===== config.mk =====
export PLATFORM = sky130hd
export DESIGN_NAME = tgt_route_hub
export DESIGN_NICKNAME = d
export VERILOG_FILES = /design/src/rtl/hub_pkg.sv /design/src/rtl/hub_lowest_pick.sv /design/src/rtl/hub_rd_mux.sv /design/src/rtl/hub_nak_merge.sv /design/src/rtl/tgt_route_hub.sv
export SDC_FILE = /design/constraint.sdc
export NUM_CORES = 1
export LEC_CHECK = 0
export BUFFER_PORTS_ARGS = -buffer_cell sky130_fd_sc_hd__buf_2
export CAP_MARGIN = 0
export CORE_MARGIN = 2
export CORE_UTILIZATION = 48
export DETAILED_ROUTE_END_ITERATION = 7
export PLACE_DENSITY = 0.83
export SLEW_MARGIN = 20
export SYNTH_ARGS = -nofsm -noshare
export SYNTH_HDL_FRONTEND = slang
export SYNTH_SLANG_ARGS = --single-unit
export TNS_END_PERCENT = 1

===== constraint.sdc =====
create_clock -name clk -period 1.6 [get_ports clk]
set_input_delay 0.16 -clock clk [delete_from_list [all_inputs] [get_ports clk]]
set_output_delay 0.16 -clock clk [all_outputs]
set_load 0.05 [all_outputs]

===== src/rtl/hub_pkg.sv =====
package hub_pkg;
    localparam int BYTE_W = 8;
    localparam int ADDR_W = 7;
    localparam logic [ADDR_W-1:0] BCAST_ADDR = 7'h7E;
    localparam logic [BYTE_W-1:0] DAA_CODE = 8'h07;
    localparam logic [BYTE_W-1:0] IDLE_READ = 8'hFF;

    typedef logic [BYTE_W-1:0] hub_byte_t;

    typedef struct packed {
        logic bcast;
        logic ccc;
        logic daa;
    } hub_flags_t;

    // Commands at or above this code address one target directly.
    function automatic logic is_direct(input hub_byte_t code);
        return code[BYTE_W-1];
    endfunction
endpackage


===== src/rtl/hub_lowest_pick.sv =====
module hub_lowest_pick #(
    parameter int N = 4
) (
    input  logic [N-1:0] req,
    output logic [N-1:0] grant
);
    logic [N:0] seen;
    assign seen[0] = 1'b0;
    for (genvar i = 0; i < N; i++) begin : g_pick
        assign grant[i]  = req[i] & ~seen[i];
        assign seen[i+1] = seen[i] | req[i];
    end
endmodule


===== src/rtl/hub_rd_mux.sv =====
module hub_rd_mux
    import hub_pkg::*;
#(
    parameter int N = 4
) (
    input  logic [N-1:0]        part,
    input  logic [N*BYTE_W-1:0] rdata,
    output hub_byte_t           dout
);
    logic [N-1:0] first;
    hub_byte_t    acc [N+1];

    hub_lowest_pick #(.N(N)) u_first (.req(part), .grant(first));

    assign acc[0] = '0;
    for (genvar i = 0; i < N; i++) begin : g_or
        assign acc[i+1] = acc[i] | (rdata[i*BYTE_W +: BYTE_W] & {BYTE_W{first[i]}});
    end

    assign dout = (|part) ? acc[N] : IDLE_READ;
endmodule


===== src/rtl/hub_nak_merge.sv =====
module hub_nak_merge
    import hub_pkg::*;
#(
    parameter int N = 4
) (
    input  logic [N-1:0] part,
    input  logic [N-1:0] nak,
    input  logic         in_ccc,
    input  hub_byte_t    code,
    output logic         nack
);
    logic any_nak;
    assign any_nak = |(part & nak);
    // Broadcast commands never fail on a target's refusal.
    assign nack = any_nak & (~in_ccc | is_direct(code));
endmodule


===== src/rtl/tgt_route_hub.sv =====
module tgt_route_hub
    import hub_pkg::*;
#(
    parameter int N_TGT = 4
) (
    input  logic                    clk,
    input  logic                    rst_n,
    input  logic                    ev_start,
    input  logic [ADDR_W-1:0]       ev_addr,
    input  logic                    ev_write,
    input  logic [BYTE_W-1:0]       ev_wdata,
    input  logic                    ev_read,
    input  logic                    ev_stop,
    input  logic                    ev_nack,
    input  logic [N_TGT-1:0]        tgt_match,
    input  logic [N_TGT-1:0]        tgt_wr_nak,
    input  logic [N_TGT*BYTE_W-1:0] tgt_rdata,
    output logic                    resp_valid,
    output logic                    resp_nack,
    output logic [BYTE_W-1:0]       rd_data,
    output logic [N_TGT-1:0]        tgt_start,
    output logic [N_TGT-1:0]        tgt_wr,
    output logic [BYTE_W-1:0]       tgt_wdata,
    output logic                    tgt_ccc_mode,
    output logic [N_TGT-1:0]        tgt_stop,
    output logic [N_TGT-1:0]        tgt_nack_ev,
    output logic                    busy,
    output logic                    bus_bcast,
    output logic                    bus_ccc,
    output logic                    bus_daa,
    output logic [BYTE_W-1:0]       bus_ccc_code
);
    localparam logic [N_TGT-1:0] ALL_TGT = {N_TGT{1'b1}};

    typedef struct packed {
        hub_flags_t       fl;
        hub_byte_t        code;
        logic [N_TGT-1:0] part;
        logic             rvalid;
        logic             rnack;
        hub_byte_t        rdat;
        logic [N_TGT-1:0] p_start;
        logic [N_TGT-1:0] p_wr;
        hub_byte_t        wdat;
        logic             wccc;
        logic [N_TGT-1:0] p_stop;
        logic [N_TGT-1:0] p_nack;
    } hub_state_t;

    localparam hub_state_t RST_ST = '{
        fl: '0, code: '0, part: '0, rvalid: 1'b0, rnack: 1'b0,
        rdat: IDLE_READ, p_start: '0, p_wr: '0, wdat: '0, wccc: 1'b0,
        p_stop: '0, p_nack: '0
    };

    hub_state_t st_q, st_d;

    logic [N_TGT-1:0] lowest_match;
    hub_byte_t        mux_byte;
    logic             wr_opens;
    logic             wr_in_ccc;
    hub_byte_t        wr_code;
    logic             wr_nack;

    hub_lowest_pick #(.N(N_TGT)) u_pick (
        .req   (tgt_match),
        .grant (lowest_match)
    );

    hub_rd_mux #(.N(N_TGT)) u_rdmux (
        .part  (st_q.part),
        .rdata (tgt_rdata),
        .dout  (mux_byte)
    );

    assign wr_opens  = st_q.fl.bcast & ~st_q.fl.ccc;
    assign wr_in_ccc = st_q.fl.ccc | wr_opens;
    assign wr_code   = wr_opens ? ev_wdata : st_q.code;

    hub_nak_merge #(.N(N_TGT)) u_merge (
        .part   (st_q.part),
        .nak    (tgt_wr_nak),
        .in_ccc (wr_in_ccc),
        .code   (wr_code),
        .nack   (wr_nack)
    );

    always_comb begin
        logic             is_bc;
        logic [N_TGT-1:0] nxt_part;
        st_d         = st_q;
        st_d.rvalid  = 1'b0;
        st_d.p_start = '0;
        st_d.p_wr    = '0;
        st_d.p_stop  = '0;
        st_d.p_nack  = '0;
        is_bc        = (ev_addr == BCAST_ADDR);
        nxt_part     = '0;
        if (ev_start) begin
            if (st_q.fl.daa) begin
                nxt_part = is_bc ? lowest_match : '0;
            end else begin
                nxt_part = tgt_match;
            end
            st_d.fl.bcast = is_bc;
            if (is_bc && !st_q.fl.daa) begin
                st_d.fl.ccc = 1'b0;
            end
            st_d.part    = nxt_part;
            st_d.p_start = nxt_part;
            st_d.rvalid  = 1'b1;
            st_d.rnack   = (nxt_part == '0);
        end else if (ev_stop) begin
            st_d.p_stop = st_q.fl.daa ? ALL_TGT : st_q.part;
            st_d.part   = '0;
            st_d.fl     = '0;
            st_d.code   = '0;
        end else if (ev_write) begin
            if (wr_opens) begin
                st_d.code   = ev_wdata;
                st_d.fl.ccc = 1'b1;
                if (ev_wdata == DAA_CODE) begin
                    st_d.fl.daa = 1'b1;
                end
            end
            st_d.p_wr   = st_q.part;
            st_d.wdat   = ev_wdata;
            st_d.wccc   = wr_in_ccc;
            st_d.rvalid = 1'b1;
            st_d.rnack  = wr_nack;
        end else if (ev_read) begin
            st_d.rdat   = mux_byte;
            st_d.rvalid = 1'b1;
            st_d.rnack  = 1'b0;
        end else if (ev_nack) begin
            st_d.p_nack = st_q.part;
        end
    end

    always_ff @(posedge clk or negedge rst_n) begin
        if (!rst_n) begin
            st_q <= RST_ST;
        end else begin
            st_q <= st_d;
        end
    end

    assign resp_valid   = st_q.rvalid;
    assign resp_nack    = st_q.rnack;
    assign rd_data      = st_q.rdat;
    assign tgt_start    = st_q.p_start;
    assign tgt_wr       = st_q.p_wr;
    assign tgt_wdata    = st_q.wdat;
    assign tgt_ccc_mode = st_q.wccc;
    assign tgt_stop     = st_q.p_stop;
    assign tgt_nack_ev  = st_q.p_nack;
    assign busy         = |st_q.part;
    assign bus_bcast    = st_q.fl.bcast;
    assign bus_ccc      = st_q.fl.ccc;
    assign bus_daa      = st_q.fl.daa;
    assign bus_ccc_code = st_q.code;
endmodule


==> flow_metrics.tcl <==
set metrics [dict create \
    setup_viol 0 \
    hold_ws_ns 0.117 \
    antenna_found_initial 0 \
    dp_cells 396 \
    critPathLaunch "st_q[38]" \
    clk_path_buf_depth 2 \
    drv_cap 0 \
    max_slew_margin_pct 65.3 \
    powerDensity_mw_per_mm2 1050 \
    r2r_start "bus_ccc" \
    grt_use_total_pct 18.6 \
    row_count 26 \
    num_vias 2053 \
    synth_top_flop_cell "dfrtp_1" \
    synthCells 258 \
    synth_cell_types 38 \
    drive_above_1_share_pct 46.9 \
    synth_commonest_cells "dfrtp_1, buf_4, nand2_1, a21oi_1, nor2_1" \
    reg2reg_depth 4 \
    pwr-share-comb_pct 27.3 \
    numCtsBuffers 5 \
    fill_cells 454 \
    synth-seq-cells 50 \
    final_cells 405 \
    setup_ws_ns 0.101 \
    core_mm2 0.00517 \
    dp_hpwl_um 4190 \
    yosys_warnings 0 \
    die-area_mm2 0.00605 \
    synth_area_leaders "dfrtp_1, buf_4, dfstp_2" \
    final_max_slew_viol_count 0 \
    hold_class "primary input to flop" \
    synth_area_mm2 0.00261 \
    p_seq_share_pct 45.2 \
    cts.sinks 50 \
    synthArstFlopShare_pct 100 \
    htree_num_levels 2 \
    drt-initial-drc-count 99 \
    rsz0062_at_grt "no" \
    path_clk_slew_ns 0.10 \
    cp_max_fo 10 \
    status "finished, final reports clean" \
    postCtsSetupRepairBufs 0 \
    r2r_end "bus_ccc_code[7]" \
    place.gp.congestion 0.815 \
    insertion_delay_ns 0.30 \
    finalHoldViolations 0 \
    grt_pass1_vias 2015 \
    diodes 0 \
    syn_nets 320 \
    routedWlPerCell_um 13.6 \
    ioPinCount 109 \
    avgSynthCellArea_um2 10.1 \
    cts-root-buf "clkbuf_8" \
    holdPathEnd "bus_ccc_code[0]" \
    clkPwrFrac_pct 27.5 \
    drc 0 \
    grt_max_degree 30 \
    synth_top_area_share_pct 40.2 \
    post-route-util_pct 60.1 \
    die_h_um 77.8 \
    firstDrtPassIters 4 \
    layout.nets 396 \
    required_ns 1.44 \
    synth_edf_count 0 \
    grt-ovfl-total 0 \
    drt.antenna.violating_nets 0 \
    numPortBuffers 108 \
    switching_share_pct 33.8 \
    p_int_mw 2.17 \
    synth_most_common_cell "dfrtp_1" \
    hp-start "ev_wdata[0]" \
    grt_pass1_wl_um 9150 \
    power_leakage_nw 1.67 \
    fin_tns_setup_ns 0 \
    start_util_pct 50.5 \
    final.period_utilization_pct 93.7 \
    drt-total-wl_um 5500 \
    crit_arrival_ns 1.34 \
    tightest_slew_ns 0.519 \
    clock_skew_ns 0.00817 \
    post-synth-top-area-cell "dfrtp_1" \
    cts_tree "built" \
    regToRegSetupSlack_ns 0.22 \
    die_x_um 77.8 \
    vdd.ir_drop.worst_mv 0.742 \
    cp-end-kind "primary output" \
    seq_area_frac_synth_pct 48.3 \
    vias_per_cell 5.07 \
    period_needed_ns 1.50 \
    post-place-ws_ns 0.149 \
    startpoint_type "flop" \
    fmax_ghz 0.667 \
    critPathKind "flop to primary output" \
    syn2layout_area_growth_pct 19.1 \
    whs_path_depth 3 \
    p_sw_mw 1.11 \
]
critical path: stages, from the launching register on:
cell and delay [ns]:
dfrtp_2 0.51, nor4_4 0.24, inv_1 0.07, buf_2 0.21
cell usage in the layout (no fill, tap or decap), types with 2 or more instances in the layout:
master and n:
a22oi_1 2, buf_2 108, a221oi_1 3, nor2b_1 6, dfrtp_1 40, dfstp_2 8, nand3b_1 9, clkbuf_8 5
nand2b_1 4, buf_4 12, mux2i_1 4, and2_1 5, inv_1 11, nor2_1 14, nand2_1 26, and3_1 7
a32o_2 3, and4bb_2 2, o21ai_0 12, nor4_1 2, a21oi_1 15, a211o_1 4, a22o_1 5, mux2_2 8
dfrtp_2 2
what timing repair did:
item                                    CTS  global route
endpoints found under the setup margin    0             2
resized for setup                         0             2
hold buffers                              1             0
hold endpoints to repair                 13             0
kinds of logic after synthesis:
group                  Yosys count  share of synthesized area [%]
buffers and inverters           64                           15.7
multiplexers                    12                           4.98
AO/OA/AOI/OAI                   51                           13.6
AND/OR/NAND/NOR                 81                           17.4
flip-flops                      50                           48.3
power groups by stage:
stage | registers, mW | logic (mW) | clock network [mW]
after floorplan | 1.50 | 0.748 | 0
after global placement | 1.50 | 0.886 | 0
after detailed placement | 1.50 | 0.898 | 0
after CTS | 1.48 | 0.900 | 0.926
after global routing | 1.50 | 0.947 | 0.980
final | 1.48 | 0.892 | 0.900
cell type report:
class | instances | area, um2 | area share (%)
flip-flops and latches | 50 | 1260 | 40.6
multi-input cells | 144 | 940 | 30.2
repair buffers | 122 | 661 | 21.2
well taps | 70 | 87.6 | 2.82
clock buffers | 5 | 68.8 | 2.21
clock inverters | 3 | 48.8 | 1.57
inverters | 11 | 41.3 | 1.33
per-layer routing:
| layer | share of wire (%) | global-route usage, % | vias to the layer above | routed length, um |
|---|---|---|---|---|
| met5 | 0 | 0 | - | 0 |
| met4 | 1.0 | 5.18 | 0 | 56 |
| met3 | 8.6 | 5.12 | 6 | 475 |
| met2 | 49 | 32.0 | 85 | 2690 |
| met1 | 41 | 23.0 | 971 | 2280 |
| li1 | - | - | 991 | - |
per-stage QoR:
stage	total power, mW	cell area, um2
2_1_floorplan	2.25	2610
3_3_place_gp	2.38	2980
3_5_place_dp	2.40	2980
4_1_cts	3.31	3110
5_1_grt	3.43	3110
6_report	3.27	3110
registers in the layout, indices dropped and copies added (netlist names), 4 cells and up:
signal and flops:
bus_ccc_code 8, rd_data 8, st_q 4, tgt_nack_ev 4
tgt_start 4, tgt_stop 4, tgt_wdata 8, tgt_wr 4
worst max-delay path by stage:
stage,end,slack [ns],cells past startpoint
3_3_place_gp,rd_data[3],0.18,4
2_1_floorplan,bus_ccc_code[0],0.14,4
4_1_cts,busy,0.01,3
3_5_place_dp,rd_data[4],0.15,4
5_1_grt,bus_ccc_code[7],0.03,4
6_report,busy,0.10,3
Note: power is estimated with default switching activity, not from simulation.
